<file path="config.mk">
export PLATFORM = sky130hd
export DESIGN_NAME = vcp_unit
export DESIGN_NICKNAME = d
export VERILOG_FILES = /design/src/rtl/vcp_pkg.sv /design/src/rtl/vcp_decode.sv /design/src/rtl/vcp_cmp.sv /design/src/rtl/vcp_seq.sv /design/src/rtl/vcp_pword.sv /design/src/rtl/vcp_unit.sv
export SDC_FILE = /design/constraint.sdc
export NUM_CORES = 1
export LEC_CHECK = 0
export ABC_CLOCK_PERIOD_IN_PS = 10600
export BUFFER_PORTS_ARGS = -buffer_cell sky130_fd_sc_hd__buf_4
export CAP_MARGIN = 20
export CORE_ASPECT_RATIO = 1.4
export CORE_MARGIN = 2
export CORE_UTILIZATION = 25
export DETAILED_ROUTE_END_ITERATION = 16
export PLACE_DENSITY = 0.43
export SLEW_MARGIN = 20
export SYNTH_ARGS = -nofsm -noshare
export SYNTH_HDL_FRONTEND = slang
export SYNTH_SLANG_ARGS = --single-unit
</file>
<file path="constraint.sdc">
create_clock -name clk -period 10.6 [get_ports clk]
set_input_delay 2.12 -clock clk [delete_from_list [all_inputs] [get_ports clk]]
set_output_delay 2.12 -clock clk [all_outputs]
set_load 0.02 [all_outputs]
</file>
<file path="src/rtl/vcp_pkg.sv">
package vcp_pkg;

  localparam int unsigned EW = 32;

  typedef enum logic [1:0] {
    CMP_EQ = 2'd0,
    CMP_NE = 2'd1,
    CMP_LT = 2'd2,
    CMP_LE = 2'd3
  } cmp_op_e;

  typedef struct packed {
    logic       legal;
    cmp_op_e    op;
    logic       is_fp;
    logic [2:0] dst;
  } dec_t;

  function automatic logic fp_is_zero(input logic [EW-1:0] x);
    return (x[EW-2:0] == '0);
  endfunction

  function automatic logic fp_eq(input logic [EW-1:0] a, input logic [EW-1:0] b);
    return (fp_is_zero(a) && fp_is_zero(b)) || (a == b);
  endfunction

  // ordered less-than on finite single values, signed zeros equal
  function automatic logic fp_lt(input logic [EW-1:0] a, input logic [EW-1:0] b);
    logic r;
    if (fp_is_zero(a) && fp_is_zero(b))
      r = 1'b0;
    else if (a[EW-1] != b[EW-1])
      r = a[EW-1];
    else if (!a[EW-1])
      r = (a[EW-2:0] < b[EW-2:0]);
    else
      r = (a[EW-2:0] > b[EW-2:0]);
    return r;
  endfunction

  function automatic logic int_lt(input logic [EW-1:0] a, input logic [EW-1:0] b);
    return ($signed(a) < $signed(b));
  endfunction

  function automatic logic cmp_eval(input cmp_op_e op, input logic is_fp,
                                    input logic [EW-1:0] a, input logic [EW-1:0] b);
    logic eq;
    logic lt;
    eq = is_fp ? fp_eq(a, b) : (a == b);
    lt = is_fp ? fp_lt(a, b) : int_lt(a, b);
    case (op)
      CMP_EQ:  return eq;
      CMP_NE:  return !eq;
      CMP_LT:  return lt;
      default: return lt | eq;
    endcase
  endfunction

endpackage

</file>
<file path="src/rtl/vcp_decode.sv">
module vcp_decode
  import vcp_pkg::*;
(
  input  logic [15:0] instr,
  output dec_t        dec
);

  logic quad_ok;
  logic func_ok;
  logic unused_fields;

  assign quad_ok       = (instr[1:0] == 2'b01);
  assign func_ok       = (instr[15:14] == 2'b11);
  assign unused_fields = ^{instr[9:7], instr[4:2]};

  always_comb begin
    dec.legal = quad_ok & func_ok;
    dec.op    = cmp_op_e'({instr[13], instr[5]});
    dec.is_fp = instr[6];
    dec.dst   = instr[12:10];
  end

endmodule

</file>
<file path="src/rtl/vcp_cmp.sv">
module vcp_cmp
  import vcp_pkg::*;
(
  input  logic [EW-1:0] a,
  input  logic [EW-1:0] b,
  input  logic          rev,
  input  cmp_op_e       op,
  input  logic          is_fp,
  output logic          hit
);

  logic [EW-1:0] lhs;
  logic [EW-1:0] rhs;

  always_comb begin
    lhs = rev ? b : a;
    rhs = rev ? a : b;
    hit = cmp_eval(op, is_fp, lhs, rhs);
  end

endmodule

</file>
<file path="src/rtl/vcp_seq.sv">
module vcp_seq #(
  parameter int unsigned LANES = 32,
  localparam int unsigned IDX_W = $clog2(LANES),
  localparam int unsigned VL_W  = $clog2(LANES + 1)
) (
  input  logic             clk,
  input  logic             rst_n,
  input  logic             start,
  input  logic             legal,
  input  logic [VL_W-1:0]  vl,
  output logic             busy,
  output logic [IDX_W-1:0] idx,
  output logic             load,
  output logic             is_last,
  output logic             done,
  output logic             bad_op
);

  logic             busy_q;
  logic             done_q;
  logic             bad_q;
  logic [IDX_W-1:0] idx_q;
  logic [IDX_W-1:0] last_q;
  logic [VL_W-1:0]  vl_eff;
  logic             accept;

  assign vl_eff  = (vl > VL_W'(LANES)) ? VL_W'(LANES) : vl;
  assign accept  = start & ~busy_q;
  assign load    = accept & legal;
  assign is_last = busy_q && (idx_q == last_q);

  always_ff @(posedge clk or negedge rst_n) begin
    if (!rst_n) begin
      busy_q <= 1'b0;
      done_q <= 1'b0;
      bad_q  <= 1'b0;
      idx_q  <= '0;
      last_q <= '0;
    end else begin
      done_q <= 1'b0;
      bad_q  <= 1'b0;
      if (busy_q) begin
        if (is_last) begin
          busy_q <= 1'b0;
          done_q <= 1'b1;
        end else begin
          idx_q <= idx_q + IDX_W'(1);
        end
      end else if (accept) begin
        if (!legal) begin
          bad_q <= 1'b1;
        end else if (vl_eff == '0) begin
          done_q <= 1'b1;
        end else begin
          busy_q <= 1'b1;
          idx_q  <= '0;
          last_q <= IDX_W'(vl_eff - VL_W'(1));
        end
      end
    end
  end

  assign busy   = busy_q;
  assign idx    = idx_q;
  assign done   = done_q;
  assign bad_op = bad_q;


  illegal_no_run_chk: assert property (@(posedge clk) disable iff (!rst_n)
    start && !busy_q && !legal |=> bad_q && !busy_q);


  idx_advance_chk: assert property (@(posedge clk) disable iff (!rst_n)
    busy_q && !is_last |=> busy_q && (idx_q == $past(idx_q) + IDX_W'(1)));


  zero_len_chk: assert property (@(posedge clk) disable iff (!rst_n)
    load && (vl == '0) |=> done_q && !busy_q);


  done_after_last_chk: assert property (@(posedge clk) disable iff (!rst_n)
    is_last |=> done_q && !busy_q);


  done_pulse_chk: assert property (@(posedge clk) disable iff (!rst_n)
    done_q |=> !done_q);

endmodule

</file>
<file path="src/rtl/vcp_pword.sv">
module vcp_pword #(
  parameter int unsigned LANES = 32,
  localparam int unsigned IDX_W = $clog2(LANES)
) (
  input  logic             clk,
  input  logic             rst_n,
  input  logic             load,
  input  logic [LANES-1:0] init,
  input  logic             step,
  input  logic [IDX_W-1:0] idx,
  input  logic [LANES-1:0] mask,
  input  logic             hit,
  output logic [LANES-1:0] word
);

  for (genvar g = 0; g < LANES; g++) begin : g_lane
    logic bit_q;
    logic wr;

    assign wr = step && (idx == IDX_W'(g)) && mask[g];

    always_ff @(posedge clk or negedge rst_n) begin
      if (!rst_n)
        bit_q <= 1'b0;
      else if (load)
        bit_q <= init[g];
      else if (wr)
        bit_q <= hit;
    end

    assign word[g] = bit_q;
  end

endmodule

</file>
<file path="src/rtl/vcp_unit.sv">
module vcp_unit
  import vcp_pkg::*;
#(
  parameter int unsigned LANES = 32,
  localparam int unsigned IDX_W = $clog2(LANES),
  localparam int unsigned VL_W  = $clog2(LANES + 1)
) (
  input  logic             clk,
  input  logic             rst_n,
  input  logic             start,
  input  logic [15:0]      instr,
  input  logic             rev,
  input  logic [VL_W-1:0]  vl,
  input  logic [LANES-1:0] in_mask,
  input  logic [LANES-1:0] pred_init,
  input  logic [EW-1:0]    elem_a,
  input  logic [EW-1:0]    elem_b,
  output logic             busy,
  output logic [IDX_W-1:0] elem_idx,
  output logic [2:0]       pred_dst,
  output logic [LANES-1:0] pred_word,
  output logic             done,
  output logic             bad_op
);

  dec_t             dec;
  logic             load;
  logic             is_last;
  logic             hit;
  cmp_op_e          op_q;
  logic             fp_q;
  logic             rev_q;
  logic [2:0]       dst_q;
  logic [LANES-1:0] mask_q;

  vcp_decode u_dec (
    .instr (instr),
    .dec   (dec)
  );

  vcp_seq #(.LANES(LANES)) u_seq (
    .clk     (clk),
    .rst_n   (rst_n),
    .start   (start),
    .legal   (dec.legal),
    .vl      (vl),
    .busy    (busy),
    .idx     (elem_idx),
    .load    (load),
    .is_last (is_last),
    .done    (done),
    .bad_op  (bad_op)
  );

  always_ff @(posedge clk or negedge rst_n) begin
    if (!rst_n) begin
      op_q   <= CMP_EQ;
      fp_q   <= 1'b0;
      rev_q  <= 1'b0;
      dst_q  <= '0;
      mask_q <= '0;
    end else if (load) begin
      op_q   <= dec.op;
      fp_q   <= dec.is_fp;
      rev_q  <= rev;
      dst_q  <= dec.dst;
      mask_q <= in_mask;
    end
  end

  vcp_cmp u_cmp (
    .a     (elem_a),
    .b     (elem_b),
    .rev   (rev_q),
    .op    (op_q),
    .is_fp (fp_q),
    .hit   (hit)
  );

  vcp_pword #(.LANES(LANES)) u_pw (
    .clk   (clk),
    .rst_n (rst_n),
    .load  (load),
    .init  (pred_init),
    .step  (busy),
    .idx   (elem_idx),
    .mask  (mask_q),
    .hit   (hit),
    .word  (pred_word)
  );

  assign pred_dst = dst_q;


  masked_lane_hold_chk: assert property (@(posedge clk) disable iff (!rst_n)
    busy && !mask_q[elem_idx] |=> pred_word == $past(pred_word));


  busy_start_ignored_chk: assert property (@(posedge clk) disable iff (!rst_n)
    busy && start |=> pred_dst == $past(pred_dst));


  idle_word_hold_chk: assert property (@(posedge clk) disable iff (!rst_n)
    !busy && !load |=> pred_word == $past(pred_word));


  one_bit_per_step_chk: assert property (@(posedge clk) disable iff (!rst_n)
    busy |=> $countones(pred_word ^ $past(pred_word)) <= 1);

endmodule

</file>
==> results of run 1 <==
[final timing paths]
kind | cells past startpoint | slack (ns) | from | endpoint
max | 11 | 5.56 | elem_b[22] | u_pw.g_lane[29].bit_q
min reg2reg | 2 | 0.47 | mask_q[20] | mask_q[20]
max in group asynchronous | 2 | 7.77 | rst_n | rev_q
min in group asynchronous | 1 | 1.74 | rst_n | u_pw.g_lane[13].bit_q
min | 2 | 0.47 | mask_q[20] | mask_q[20]
max reg2reg | 12 | 6.10 | rev_q | u_pw.g_lane[29].bit_q
[cells by family after synthesis]
| kind of cell | after synthesis |
|---|---|
| simple gates | 295 |
| compound gates | 117 |
| mux | 66 |
| buf+inv | 79 |
| flops | 84 |
| xor+xnor | 9 |
| fa+ha+maj | 38 |
[area by class of cell]
class	count	area share (%)
clock buffer	10	3.018
clock inverter	6	0.8848
inverter	13	0.6162
multi-input combinational	525	45.36
sequential	84	26.56
tap	315	4.977
timing repair buffer	196	18.58
[through the flow]
step | utilization, % | setup slack [ns]
finish | 32.32 | 5.564
global placement | 31.06 | 5.110
floorplan | - | 6.020
CTS | 32.32 | 5.500
global route | 32.32 | 5.350
detailed placement | 31.06 | 5.138
[tightest hold or removal path: stages, from the launching register on]
cell     delay, ns
dfrtp_1       0.34
nand2_1       0.05
nand2_1       0.05
[flip-flops by register name, summed over array words and instances (netlist names)]
signal             cells
u_seq.last_q           5
rev_q                  1
mask_q                32
pred_dst               3
op_q                   2
u_seq.busy             1
fp_q                   1
u_seq.idx              5
u_seq.bad_op           1
u_pw.g_lane.bit_q     32
u_seq.done             1
[power groups by stage]
stage	clock (mW)	combinational [mW]	sequential (mW)
5_1_grt	0.354	0.888	0.550
4_1_cts	0.343	0.820	0.532
3_5_place_dp	0	0.819	0.536
3_3_place_gp	0	0.813	0.535
6_report	0.332	0.798	0.529
2_1_floorplan	0	0.637	0.510
[metal layers]
metal  vias to the layer above  routed length [um]  track usage, %  part of all wire, %
li1                       2716                   -               -                    -
met1                      2555                8048           17.80                   40
met2                       144               10570           28.65                   52
met3                        16                1203           2.824                  5.9
met4                         0                 420           4.917                  2.1
met5                         -                   0               0                    0
[placed cells by master, fill, tap and decap left out, drive strengths merged, types with 3 or more instances in the layout]
master,count
buf,196
nand2,132
dfrtp,84
a21oi,49
o21ai,46
and3,39
ha,38
mux2,34
mux2i,32
nand3,31
nand4,22
nor2,16
nor4,16
inv,15
nor3,10
clkbuf,10
nand2b,6
xor2,6
nor2b,4
xnor2,3
a21o,3
and2b,3
nor3b,3
o211ai,3
and2,3
==> results.cfg, run 1 <==
[outcome]
status = finished, final reports clean

[power_and_ir_drop]
peakVddDrop_mv = 0.09615
p_switching_uw = 678.4
clkPwrFrac_pct = 20.0
comb_power_share_pct = 48.1
swShare_pct = 40.87
seqPwrFrac_pct = 31.9
p_int_uw = 981.4
power_density_mw_per_mm2 = 209.6
p_leak_nw = 3.775
p_total_mw = 1.660

[grt]
grt_pass1_vias = 5579
grt_pass1_wl_um = 30850
grt_usage_pct = 15.51
grt_overflow = 0
antenna_found_initial = 0
grt_start_max_net_pins = 79

[clock_tree]
cts_made_buffers = 9
cts_tree = done
ctsHoldBuffers = 0
ctsResizeCount = 0
clock-sinks = 84
cts_buffer_depth = 2
htree_num_levels = 3
cts.clk_slew.worst_paths_ns = 0.06
cts_setup_buffers = 0
clock_latency_ns = 0.34
clock-root-buffer = clkbuf_16

[logic_synthesis]
ys_seq_elements = 84
yosysWarnings = 0
synth_simple_gate_area_share_pct = 24.08
synthXorXnorAreaFrac_pct = 1.275
synth_flop_cell = dfrtp_1
async_flop_share_pct = 100.0
synth_adder_area_share_pct = 7.691
synth_most_common_cell = nand2_1
synth.distinct_cells = 62
synth_nets = 880
ys_seq_area_share_pct = 34.00
synth_enable_flop_cells = 0
avgSynthCellArea_sq_um = 8.986
ys_top_cells_by_count = 132 x nand2_1, 84 x dfrtp_1, 49 x a21oi_1, 38 x ha_1, 37 x and3_1
synth_mux_area_share_pct = 11.37
yosys.area.top_type = dfrtp_1
synth_top_area_share_pct = 34.00
synth-compound-area-share_pct = 13.58
synthesis.area_sq_mm = 0.006182
syn_inst = 688
synthTopCellsByArea = dfrtp_1 34%, nand2_1 8.0%, ha_1 7.7%
synth_top_family_by_area = simple AND/OR/NAND/NOR gates

[setup_path]
slowest_delay_ns = 0.54
crit_type = input pin to flip-flop
end_kind = flip-flop
critPathTopFamily = simple AND/OR/NAND/NOR gates
crit_path_start_kind = input pin
arrival_ns = 5.24
cp_num_buf_inv = 2
worstPathMaxFanout = 32
required_ns = 10.80
path_cells = buf_4 -> mux2_1 -> ha_1 -> nand4_1 -> nor3_1 -> nand4_1 -> o311ai_1 -> a211oi_2 -> a41oi_4 -> buf_4 -> o21ai_1
crit_path_top_delay_cell = buf_4

[sta]
relSlewSlack_pct = 40.87
period_needed_ns = 5.036
finalSetupTns_ns = 0
setup_viol = 0
skew_ns = 0.01245
hold_violations = 0
slew_violations = 0
tightest_slew_ns = 0.8788
holdWs_ns = 0.4731
max_freq_mhz = 198.6
period_share_pct = 47.51
rsz0062_at_grt = no

[floorplan]
die_w_um = 136.9
die-area_sq_mm = 0.02602
start_util_pct = 25.23
coreArea_sq_mm = 0.02450
rows = 68
dieHeight_um = 190.1
pin_count = 197

[finish]
design_area_sq_mm = 0.007919
drive_gt1_share_pct = 34.77
regArea_sq_mm = 0.002103
diodes = 0
fillers = 2657
syn_to_final_growth_pct = 28.09
multi_input_comb_area_sq_mm = 0.003592
fin_nets = 1021
stdcell_count = 1149

[detailed_routing]
drt_iter0_drc = 171
firstDrtPassIters = 4
antenna_left = 0
via_per_inst = 4.727
drc = 0
wirelength_um = 20240
wl_per_cell_um = 17.61
vias = 5431

[placed_design]
placed_cells = 1133
portBuffers = 190
dpl-instance-area_sq_mm = 0.007610
finalWeightedCongestion = 0.7816
dp_hpwl_um = 15510

[run]
cap_violations = 0

[hold_path]
hold_class = flip-flop to flip-flop
No activity file was read; power rests on OpenSTA's default activity.
==> run 2, diff against run 1 <==
--- a/config.mk
+++ b/config.mk
@@ -5,14 +5,15 @@
 export SDC_FILE = /design/constraint.sdc
 export NUM_CORES = 1
 export LEC_CHECK = 0
-export ABC_CLOCK_PERIOD_IN_PS = 10600
+export ABC_AREA = 1
+export ABC_CLOCK_PERIOD_IN_PS = 4050
 export BUFFER_PORTS_ARGS = -buffer_cell sky130_fd_sc_hd__buf_4
 export CAP_MARGIN = 20
 export CORE_ASPECT_RATIO = 1.4
 export CORE_MARGIN = 2
 export CORE_UTILIZATION = 25
 export DETAILED_ROUTE_END_ITERATION = 16
-export PLACE_DENSITY = 0.43
+export PLACE_DENSITY = 0.44
 export SLEW_MARGIN = 20
 export SYNTH_ARGS = -nofsm -noshare
 export SYNTH_HDL_FRONTEND = slang
==> constraint.sdc (replaced) <==
create_clock -name clk -period 4.05 [get_ports clk]
set_input_delay 0.81 -clock clk [delete_from_list [all_inputs] [get_ports clk]]
set_output_delay 0.81 -clock clk [all_outputs]
set_load 0.02 [all_outputs]
==> run 2 against run 1 <==
Sequential power grew 100%; core utilization shrank 0.10 points; non-clock buffer count grew 1; sequential cell count is the same; die area grew 7.5%; wire length grew 13%; hold slack gained 0.0081 ns; critical path type is now flip-flop to flip-flop; register-to-register slack lost 5.4 ns.
==> results.cfg, run 2 <==
[outcome]
status = finished, final reports clean

[detailed_routing]
drt_iter0_drc = 275
wl_per_cell_um = 14.83
vias = 6858
antenna_left = 0
firstDrtPassIters = 4
via_per_inst = 4.442
wirelength_um = 22900
drc = 0

[sta]
holdWs_ns = 0.4812
period_needed_ns = 3.388
period_share_pct = 83.67
max_freq_mhz = 295.1
tightest_slew_ns = 0.9381
rsz0062_at_grt = no
relSlewSlack_pct = 37.46
finalSetupTns_ns = 0
skew_ns = 0.01066
fin_ws_ns = 0.6615
slew_violations = 0
hold_violations = 0
setup_viol = 0

[clock_tree]
clock-sinks = 84
cts_buffer_depth = 2
htree_num_levels = 3
ctsResizeCount = 0
cts_setup_buffers = 0
clock-root-buffer = clkbuf_16
ctsHoldBuffers = 0
cts.clk_slew.worst_paths_ns = 0.07
cts_made_buffers = 9
cts_tree = done
clock_latency_ns = 0.35

[grt]
antenna_found_initial = 1
top_usage_layer = met2
grt_pass1_wl_um = 36080
grt_start_max_net_pins = 127
met1_usage_pct = 18.82
grt_overflow = 0
grt_pass1_vias = 6964
grtUsageMet3_pct = 2.812
grtUsageMet2_pct = 31.05
grt_usage_pct = 16.60

[setup_path]
crit_path_top_delay_cell = inv_2
end_kind = flip-flop
rr_worst_depth = 16
crit_path_start_kind = flip-flop
crit_type = flip-flop to flip-flop
reg2reg_from = rev_q
rrSetupSlack_ns = 0.66
cp-startpoint = rev_q
path_cells = inv_2 -> nand2_1 -> nand2_1 -> inv_1 -> ha_1 -> nand3_1 -> nor2_1 -> nand3_1 -> nor3_1 -> nand4_1 -> nand3_1 -> nand2_1 -> a21oi_4 -> buf_4 -> nand3_1 -> nand2_1
required_ns = 4.33
slowest_delay_ns = 0.52
worstPathMaxFanout = 43
rr_endpoint = u_pw.g_lane[10].bit_q
arrival_ns = 3.67
cp-endpoint = u_pw.g_lane[10].bit_q

[power_and_ir_drop]
power_density_mw_per_mm2 = 407.0
swShare_pct = 41.81
seqPwrFrac_pct = 31.6
peakVddDrop_mv = 0.1831
p_total_mw = 3.434
p_int_mw = 1.998
comb_power_share_pct = 45.5
p_leak_nw = 4.727
p_switching_mw = 1.436
clkPwrFrac_pct = 22.9

[floorplan]
start_util_pct = 25.43
die_w_um = 141.9
die-area_sq_mm = 0.02798
dieHeight_um = 197.1
coreArea_sq_mm = 0.02619
rows = 70
pin_count = 197

[logic_synthesis]
ys_seq_area_share_pct = 31.56
synth_nets = 1270
async_flop_share_pct = 100.0
synth_flop_cell = dfrtp_1
yosysWarnings = 0
synth_most_common_cell = nand2_1
ys_seq_elements = 84
synth.distinct_cells = 33
synth_top_area_share_pct = 31.56
avgSynthCellArea_sq_um = 6.178
syn_inst = 1078
yosys.area.top_type = dfrtp_1
synth_enable_flop_cells = 0
synthesis.area_sq_mm = 0.006660
ys_top_cells_by_count = 486 x nand2_1, 97 x inv_1, 89 x nand3_1, 87 x nor2_1, 84 x dfrtp_1
synthTopCellsByArea = dfrtp_1 32%, nand2_1 27%, ha_1 7.1%

[finish]
multi_input_comb_area_sq_mm = 0.003772
drive_gt1_share_pct = 18.29
regArea_sq_mm = 0.002103
layout_commonest_cell = nand2_1
fillers = 2930
final_cell_mix = 486 x nand2_1, 195 x buf_4, 96 x inv_1
syn_to_final_growth_pct = 26.68
stdcell_count = 1544
reg_top3 = mask_q (32), u_pw.g_lane.bit_q (32)
fin_nets = 1406

[hold_path]
hp-start = mask_q[31]
hold_class = flip-flop to flip-flop

[placed_design]
dp_hpwl_um = 17640
finalWeightedCongestion = 0.8218
placed_cells = 1527
portBuffers = 190
post-place-ws_ns = 0.6273

[run]
cap_violations = 0
[run 2: changes by cell type after synthesis, moves of 17 or more]
cell and change:
nand3_1 +58, nand2_1 +354, o21ai_2 -28, and3_1 -37, inv_1 +84, a21oi_1 -24, nand4_1 -17, mux2i_1 -31
nor2_1 +71, mux2_2 -31, o21ai_0 +42
[run 2: per-layer routing]
| layer | part of all wire, % | up-vias |
|---|---|---|
| met5 | 0 | - |
| met4 | 2.5 | 0 |
| met3 | 4.3 | 26 |
| met2 | 52 | 147 |
| met1 | 41 | 3069 |
| li1 | - | 3616 |
[run 2: stage by stage]
step / utilization [%] / area, sq um
finish: 32.22 / 8437
global route: 32.22 / 8437
CTS: 32.21 / 8434
detailed placement: 31.15 / 8157
global placement: 31.15 / 8157
floorplan: - / 6660
[run 2: cell families after synthesis]
group	after synthesis	share of synthesized area, %
AOI/OAI and AO/OA	110	8.868
muxes	1	0.1503
DFF	84	31.56
adders and majority gates	38	7.139
and+or+nand+nor	672	39.92
xor gates and xnor gates	2	0.2631
buffers and inverters	171	12.10
[run 2: area by class of cell]
type                       count  share of cell area [%]
antenna                        1                 0.02966
clock buffer                   9                   2.669
sequential                    84                   24.93
inverter                      99                   4.405
clock inverter                 7                  0.6229
tap                          324                   4.805
multi-input combinational    823                   44.71
timing repair buffer         197                   17.83
[run 2: worst min-delay path by stage]
stage / endpoint / slack, ns / cells past startpoint
global route: mask_q[28] / 0.50 / 2
floorplan: mask_q[15] / 0.45 / 2
detailed placement: mask_q[2] / 0.47 / 2
CTS: mask_q[9] / 0.48 / 2
global placement: mask_q[28] / 0.46 / 2
finish: mask_q[31] / 0.48 / 2
[run 2: power by group through the flow]
stage,sequential [mW],clock (mW),combinational (mW)
floorplan,1.08,0,1.11
global placement,1.10,0,1.58
detailed placement,1.10,0,1.59
CTS,1.08,0.816,1.60
global route,1.10,0.843,1.79
finish,1.08,0.788,1.56
[run 2: worst max-delay path: cells and delay by family, from the launching register on]
family	cells	cell delay, ns
AND/OR/NAND/NOR	11	1.47
buffers and inverters	3	0.96
flip-flops	1	0.43
adder cells (fa/ha/maj)	1	0.31
AO/OA/AOI/OAI	1	0.11
